--- config.mk ---
export PLATFORM = sky130hd
export DESIGN_NAME = irq_vector_ctrl
export DESIGN_NICKNAME = d
export VERILOG_FILES = /design/src/rtl/irqv_pkg.sv /design/src/rtl/irqv_gate.sv /design/src/rtl/irqv_pick.sv /design/src/rtl/irqv_svc.sv /design/src/rtl/irq_vector_ctrl.sv
export SDC_FILE = /design/constraint.sdc
export NUM_CORES = 1
export LEC_CHECK = 0
export ABC_AREA = 1
export BUFFER_PORTS_ARGS = -buffer_cell sky130_fd_sc_hd__buf_2
export CAP_MARGIN = 10
export CORE_ASPECT_RATIO = 0.6
export CORE_MARGIN = 2
export CORE_UTILIZATION = 50
export DETAILED_ROUTE_END_ITERATION = 7
export PLACE_DENSITY = 0.82
export SLEW_MARGIN = 20
export SYNTH_ARGS = -nofsm -noshare
export SYNTH_HDL_FRONTEND = slang
export SYNTH_SLANG_ARGS = --single-unit
--- constraint.sdc ---
create_clock -name clk -period 1.8 [get_ports clk]
set_input_delay 0.36 -clock clk [delete_from_list [all_inputs] [get_ports clk]]
set_output_delay 0.36 -clock clk [all_outputs]
set_load 0.05 [all_outputs]
--- src/rtl/irqv_pkg.sv ---
`timescale 1ns/1ps
package irqv_pkg;
    typedef enum logic [1:0] {
        ST_IDLE  = 2'd0,
        ST_CALL1 = 2'd1,
        ST_CALL2 = 2'd2
    } call_st_e;

    localparam int LVL_LO = 0;
    localparam int LVL_HI = 1;
endpackage

--- src/rtl/irqv_gate.sv ---
`timescale 1ns/1ps
module irqv_gate #(
    parameter int NSRC = 6
) (
    input  logic [NSRC-1:0] pend,
    input  logic [NSRC-1:0] en_src,
    input  logic [NSRC-1:0] pri,
    input  logic            glb_en,
    output logic [NSRC-1:0] req_hi,
    output logic [NSRC-1:0] req_lo
);
    for (genvar g = 0; g < NSRC; g++) begin : g_src
        logic live;
        assign live      = pend[g] & en_src[g] & glb_en;
        assign req_hi[g] = live & pri[g];
        assign req_lo[g] = live & ~pri[g];
    end
endmodule

--- src/rtl/irqv_pick.sv ---
`timescale 1ns/1ps
module irqv_pick #(
    parameter int NSRC  = 6,
    parameter int IDX_W = $clog2(NSRC)
) (
    input  logic [NSRC-1:0]  req,
    output logic             any,
    output logic [IDX_W-1:0] idx
);
    always_comb begin
        any = |req;
        idx = '0;
        for (int i = NSRC - 1; i >= 0; i--) begin
            if (req[i]) begin
                idx = IDX_W'(i);
            end
        end
    end
endmodule

--- src/rtl/irqv_svc.sv ---
`timescale 1ns/1ps
module irqv_svc (
    input  logic       clk,
    input  logic       rst_n,
    input  logic       set_hi,
    input  logic       set_lo,
    input  logic       reti_clr,
    output logic [1:0] svc
);
    always_ff @(posedge clk or negedge rst_n) begin
        if (!rst_n) begin
            svc <= 2'b00;
        end else begin
            if (reti_clr) begin
                if (svc[1]) begin
                    svc[1] <= 1'b0;
                end else begin
                    svc[0] <= 1'b0;
                end
            end
            if (set_hi) begin
                svc[1] <= 1'b1;
            end
            if (set_lo) begin
                svc[0] <= 1'b1;
            end
        end
    end

    AST_LO_NEEDS_IDLE: assert property (@(posedge clk) disable iff (!rst_n)
        set_lo |-> (svc == 2'b00));
    AST_HI_NOT_NESTED: assert property (@(posedge clk) disable iff (!rst_n)
        set_hi |-> !svc[1]);
    AST_RETI_TOP: assert property (@(posedge clk) disable iff (!rst_n)
        (reti_clr && svc[1]) |=> !svc[1]);
    AST_RETI_LOW: assert property (@(posedge clk) disable iff (!rst_n)
        (reti_clr && svc == 2'b01) |=> (svc == 2'b00));
endmodule

--- src/rtl/irq_vector_ctrl.sv ---
`timescale 1ns/1ps
module irq_vector_ctrl
    import irqv_pkg::*;
#(
    parameter int NSRC      = 6,
    parameter int ADDR_W    = 16,
    parameter int REG_W     = 8,
    parameter int GLB_BIT   = 7,
    parameter int VEC_BASE  = 3,
    parameter int VEC_STEP  = 8,
    parameter int HWCLR_CNT = 4,
    localparam int IDX_W    = $clog2(NSRC)
) (
    input  logic              clk,
    input  logic              rst_n,
    input  logic              mc_tick,
    input  logic              instr_last,
    input  logic              reti_exec,
    input  logic              en_wr,
    input  logic [REG_W-1:0]  en_wdata,
    input  logic              pri_wr,
    input  logic [REG_W-1:0]  pri_wdata,
    input  logic [NSRC-1:0]   flag_in,
    output logic              call_req,
    output logic [ADDR_W-1:0] vec_addr,
    output logic              ack_valid,
    output logic [IDX_W-1:0]  ack_src,
    output logic [NSRC-1:0]   flag_clr,
    output logic [1:0]        svc_level
);
    call_st_e          state_q, state_d;
    logic [NSRC-1:0]   pend_q, en_src_q, pri_q;
    logic              ea_q, blk_q;
    logic [NSRC-1:0]   req_hi, req_lo, clr_d;
    logic              hi_any, lo_any, special, poll_ok;
    logic              take_hi, take_lo, accept, reti_clr;
    logic [IDX_W-1:0]  hi_idx, lo_idx, win_idx;
    logic [ADDR_W-1:0] vec_q;
    logic              ack_q;
    logic [IDX_W-1:0]  src_q;
    logic [NSRC-1:0]   clr_q;
    logic              unused_bits;

    assign unused_bits = ^{en_wdata[GLB_BIT-1:NSRC], pri_wdata[REG_W-1:NSRC]};

    // register file and request sampling
    always_ff @(posedge clk or negedge rst_n) begin
        if (!rst_n) begin
            pend_q   <= '0;
            en_src_q <= '0;
            ea_q     <= 1'b0;
            pri_q    <= '0;
        end else if (mc_tick) begin
            pend_q <= flag_in;
            if (en_wr) begin
                en_src_q <= en_wdata[NSRC-1:0];
                ea_q     <= en_wdata[GLB_BIT];
            end
            if (pri_wr) begin
                pri_q <= pri_wdata[NSRC-1:0];
            end
        end
    end

    irqv_gate #(.NSRC(NSRC)) u_gate (
        .pend   (pend_q),
        .en_src (en_src_q),
        .pri    (pri_q),
        .glb_en (ea_q),
        .req_hi (req_hi),
        .req_lo (req_lo)
    );

    irqv_pick #(.NSRC(NSRC), .IDX_W(IDX_W)) u_pick_hi (
        .req (req_hi),
        .any (hi_any),
        .idx (hi_idx)
    );

    irqv_pick #(.NSRC(NSRC), .IDX_W(IDX_W)) u_pick_lo (
        .req (req_lo),
        .any (lo_any),
        .idx (lo_idx)
    );

    // poll gating and level arbitration
    assign special  = reti_exec | en_wr | pri_wr;
    assign poll_ok  = mc_tick && (state_q == ST_IDLE) && instr_last && !special && !blk_q;
    assign take_hi  = poll_ok && hi_any && !svc_level[LVL_HI];
    assign take_lo  = poll_ok && !take_hi && lo_any && (svc_level == 2'b00);
    assign accept   = take_hi | take_lo;
    assign win_idx  = take_hi ? hi_idx : lo_idx;
    assign reti_clr = mc_tick && (state_q == ST_IDLE) && instr_last && reti_exec;

    always_ff @(posedge clk or negedge rst_n) begin
        if (!rst_n) begin
            blk_q <= 1'b0;
        end else if (mc_tick && (state_q == ST_IDLE) && instr_last) begin
            blk_q <= special;
        end
    end

    irqv_svc u_svc (
        .clk      (clk),
        .rst_n    (rst_n),
        .set_hi   (take_hi),
        .set_lo   (take_lo),
        .reti_clr (reti_clr),
        .svc      (svc_level)
    );

    always_comb begin
        clr_d = '0;
        for (int i = 0; i < NSRC; i++) begin
            if (accept && (win_idx == IDX_W'(i)) && (i < HWCLR_CNT)) begin
                clr_d[i] = 1'b1;
            end
        end
    end

    // state machine: next state
    always_comb begin
        state_d = state_q;
        unique case (state_q)
            ST_IDLE:  if (accept)  state_d = ST_CALL1;
            ST_CALL1: if (mc_tick) state_d = ST_CALL2;
            ST_CALL2: if (mc_tick) state_d = ST_IDLE;
            default:               state_d = ST_IDLE;
        endcase
    end

    // state register
    always_ff @(posedge clk or negedge rst_n) begin
        if (!rst_n) begin
            state_q <= ST_IDLE;
        end else begin
            state_q <= state_d;
        end
    end

    // outputs
    always_ff @(posedge clk or negedge rst_n) begin
        if (!rst_n) begin
            ack_q <= 1'b0;
            src_q <= '0;
            vec_q <= '0;
            clr_q <= '0;
        end else begin
            ack_q <= accept;
            clr_q <= clr_d;
            if (accept) begin
                src_q <= win_idx;
                vec_q <= ADDR_W'(VEC_BASE) + ADDR_W'(VEC_STEP) * ADDR_W'(win_idx);
            end
        end
    end

    assign call_req  = (state_q != ST_IDLE);
    assign ack_valid = ack_q;
    assign ack_src   = src_q;
    assign vec_addr  = vec_q;
    assign flag_clr  = clr_q;

    AST_ACK_ENABLED: assert property (@(posedge clk) disable iff (!rst_n)
        ack_valid |-> (ea_q && en_src_q[ack_src]));
    AST_POLL_GATE: assert property (@(posedge clk) disable iff (!rst_n)
        ack_valid |-> $past(mc_tick && instr_last));
    AST_CALL_START: assert property (@(posedge clk) disable iff (!rst_n)
        $rose(call_req) |-> ack_valid);
    AST_ACK_PULSE: assert property (@(posedge clk) disable iff (!rst_n)
        ack_valid |=> !ack_valid);
    AST_CLR_SCOPE: assert property (@(posedge clk) disable iff (!rst_n)
        (|flag_clr) |-> (ack_valid && (flag_clr == (NSRC'(1) << ack_src))
                         && (ack_src < IDX_W'(HWCLR_CNT))));
endmodule

==> results.json <==
{
  "final_cell_mix": "nand2_1 (43), buf_2 (41), dfrtp_1 (32)",
  "end_kind": "flop",
  "hold_path_class": "in2async",
  "ir_drop_uv": 606,
  "grt_usage": 0.189,
  "clock_latency_ns": 0.28,
  "r2r_cells": 9,
  "clock_skew_ns": 0.00534,
  "p_per_area_nw_per_um2": 1070,
  "netlist_area_sq_um": 1740,
  "slew_viol_final": 0,
  "rows": 16,
  "placed_cell_area_sq_um": 1910,
  "ys_warn_count": 0,
  "vias": 1349,
  "drive_gt1_frac": 0.346,
  "seq_area_frac_synth": 0.474,
  "p_leak_nw": 1.14,
  "crit_path_end": "ack_src[2]",
  "ys_top_cells_by_area": "dfrtp_1 (47%), nand2_1 (9.3%), buf_4 (7.3%)",
  "cp-startpoint": "ea_q",
  "p_clk_frac": 0.281,
  "slowest_delay_ns": 0.49,
  "reg2reg_to": "ack_src[2]",
  "cts-root-buf": "clkbuf_8",
  "grt_pass1_vias": 1218,
  "wl_um": 3270,
  "grt_pass1_wl_um": 5600,
  "core_sq_um": 3280,
  "crit_required_ns": 1.98,
  "numCtsBuffers": 5,
  "critPathArrivalTime_ns": 1.76,
  "synth_top_area_share": 0.474,
  "final_area_sq_um": 2010,
  "initial_core_util": 0.530,
  "p_int_mw": 1.34,
  "fmax_mhz": 633,
  "rsz0062_at_grt": "false",
  "h-tree-depth": 2,
  "cp-start-kind": "flop",
  "fin_setup_tns_ns": 0,
  "fp.dieH_um": 49.7,
  "wl_per_cell_um": 11.5,
  "period_share": 0.878,
  "cts.sinks": 33,
  "netlist_instances": 198,
  "final.min_clock_period_ns": 1.58,
  "stdcell_count": 285,
  "die-width_um": 80.2,
  "die_area_sq_um": 3980,
  "viasPerCell": 4.73,
  "final_common_cell": "nand2_1",
  "swShare": 0.378,
  "crit_chain": "nand3_1 -> nor2_1 -> nor2_1 -> nand2_4 -> nand2_4 -> nand2_2 -> or2_0 -> nand2_1 -> inv_1",
  "status": "completed",
  "drt_iter0_markers": 92,
  "finalSetupViolations": 0,
  "cts_setup_buffers": 0,
  "pwr-share-comb": 0.296,
  "hold_violations": 0,
  "seq_power_share": 0.423,
  "path_max_fanout": 12,
  "cts_buffer_depth": 2,
  "clkTransAtPathRegs_ns": 0.07,
  "critical_path_class": "reg2reg",
  "diodes": 0,
  "rr_startpoint": "ea_q",
  "ys_seq_elements": 33,
  "hpwl_um": 2580,
  "area_growth_pct": 15.5,
  "drc_errors": 0,
  "drtPass1Iterations": 4,
  "io_pins": 58,
  "cp_slowest_cell": "dfrtp_2",
  "port_buffers": 41,
  "slew_headroom": 0.533,
  "r2r_slack_ns": 0.22,
  "gp_congestion": 0.838,
  "fin_nets": 268,
  "synth_cell_types": 28,
  "tightest_slew_ns": 0.700,
  "switching_power_uw": 814,
  "max_cap_viol_count": 0,
  "cts_tree": "done",
  "dp_cells": 277,
  "avgSynthCellArea_sq_um": 8.79,
  "ant_nets": 0,
  "overflow": 0,
  "antenna_found_initial": 0,
  "grt_max_degree": 34,
  "yosys.area.top_type": "dfrtp_1"
}
-- power groups by stage --
| stage | Combinational (mW) | Sequential, mW | Clock (mW) |
|---|---|---|---|
| final | 0.639 | 0.912 | 0.605 |
| after global routing | 0.689 | 0.928 | 0.663 |
| after CTS | 0.645 | 0.911 | 0.618 |
| after detailed placement | 0.644 | 0.924 | 0 |
| after global placement | 0.633 | 0.920 | 0 |
| after floorplan | 0.457 | 1.03 | 0 |
-- cells in the mapped netlist (all sizes together) --
library cell / number
buf: 19
o21ai: 6
nand4: 9
nor2: 25
nand2: 53
nand3b: 1
a21oi: 9
inv: 18
dfrtp: 33
nand3: 10
mux2: 8
or2: 2
nor3: 1
o211ai: 1
conb: 1
o22ai: 1
clkbuf: 1
-- cell type report --
cell class / count / area, sq um
Inverter: 18 / 67.6
Tap cell: 45 / 56.3
Fill cell: 309 / 1270
Clock buffer: 7 / 96.3
Sequential cell: 33 / 827
Timing Repair Buffer: 42 / 213
Clock inverter: 1 / 5.00
Multi-Input combinational cell: 139 / 744
-- logic make-up after synthesis --
| kind of cell | count (synthesis) | share of synthesized area |
|---|---|---|
| AO/OA/AOI/OAI | 17 | 0.0554 |
| buffers and inverters | 38 | 0.124 |
| flip-flops | 33 | 0.474 |
| multiplexers | 8 | 0.0518 |
| other | 1 | 0.00215 |
| AND/OR/NAND/NOR | 101 | 0.293 |
-- how the worst min path moves through the flow --
stage | depth (start not counted) | from | slack [ns] | to
floorplan | 0 | rst_n | 0.06 | ack_src[0]
global route | 1 | rst_n | 0.18 | en_src_q[0]
detailed placement | 1 | rst_n | 0.45 | en_src_q[0]
CTS | 1 | rst_n | 0.14 | en_src_q[0]
finish | 1 | rst_n | 0.12 | en_src_q[0]
global placement | 1 | rst_n | 0.44 | en_src_q[0]
-- critical path: cells and delay by family, from the launching register on --
kind | cells | cell delay [ns]
and+or+nand+nor | 8 | 0.95
buffers and inverters | 1 | 0.04
DFF | 1 | 0.49
-- repair_timing --
item                       CTS  global route
hold buffers                 0             0
setup endpoints to repair    0             5
gates resized for setup      0             1
-- flip-flops by register name, indices dropped and copies added (netlist names) --
register,count
ack_valid,1
blk_q,1
state_q,2
ea_q,1
flag_clr,4
vec_addr,1
u_svc.svc,2
pri_q,6
pend_q,6
ack_src,3
en_src_q,6
-- through the flow --
stage / utilization / hold slack, ns / power, mW / setup slack [ns]
2_1_floorplan: - / 0.0644 / 1.48 / 0.312
3_3_place_gp: 0.581 / 0.442 / 1.55 / 0.184
3_5_place_dp: 0.581 / 0.452 / 1.57 / 0.128
4_1_cts: 0.612 / 0.142 / 2.17 / 0.110
5_1_grt: 0.612 / 0.181 / 2.28 / 0.0664
6_report: 0.612 / 0.124 / 2.16 / 0.220
-- routing by layer --
metal / global-route usage / up-vias / wire length (um)
met3: 0.0659 / 5 / 263
met4: 0.0706 / 0 / 44
met2: 0.254 / 44 / 1280
met1: 0.278 / 611 / 1690
li1: - / 689 / -
met5: 0 / - / 0
Power figures use the tool's default switching activity.
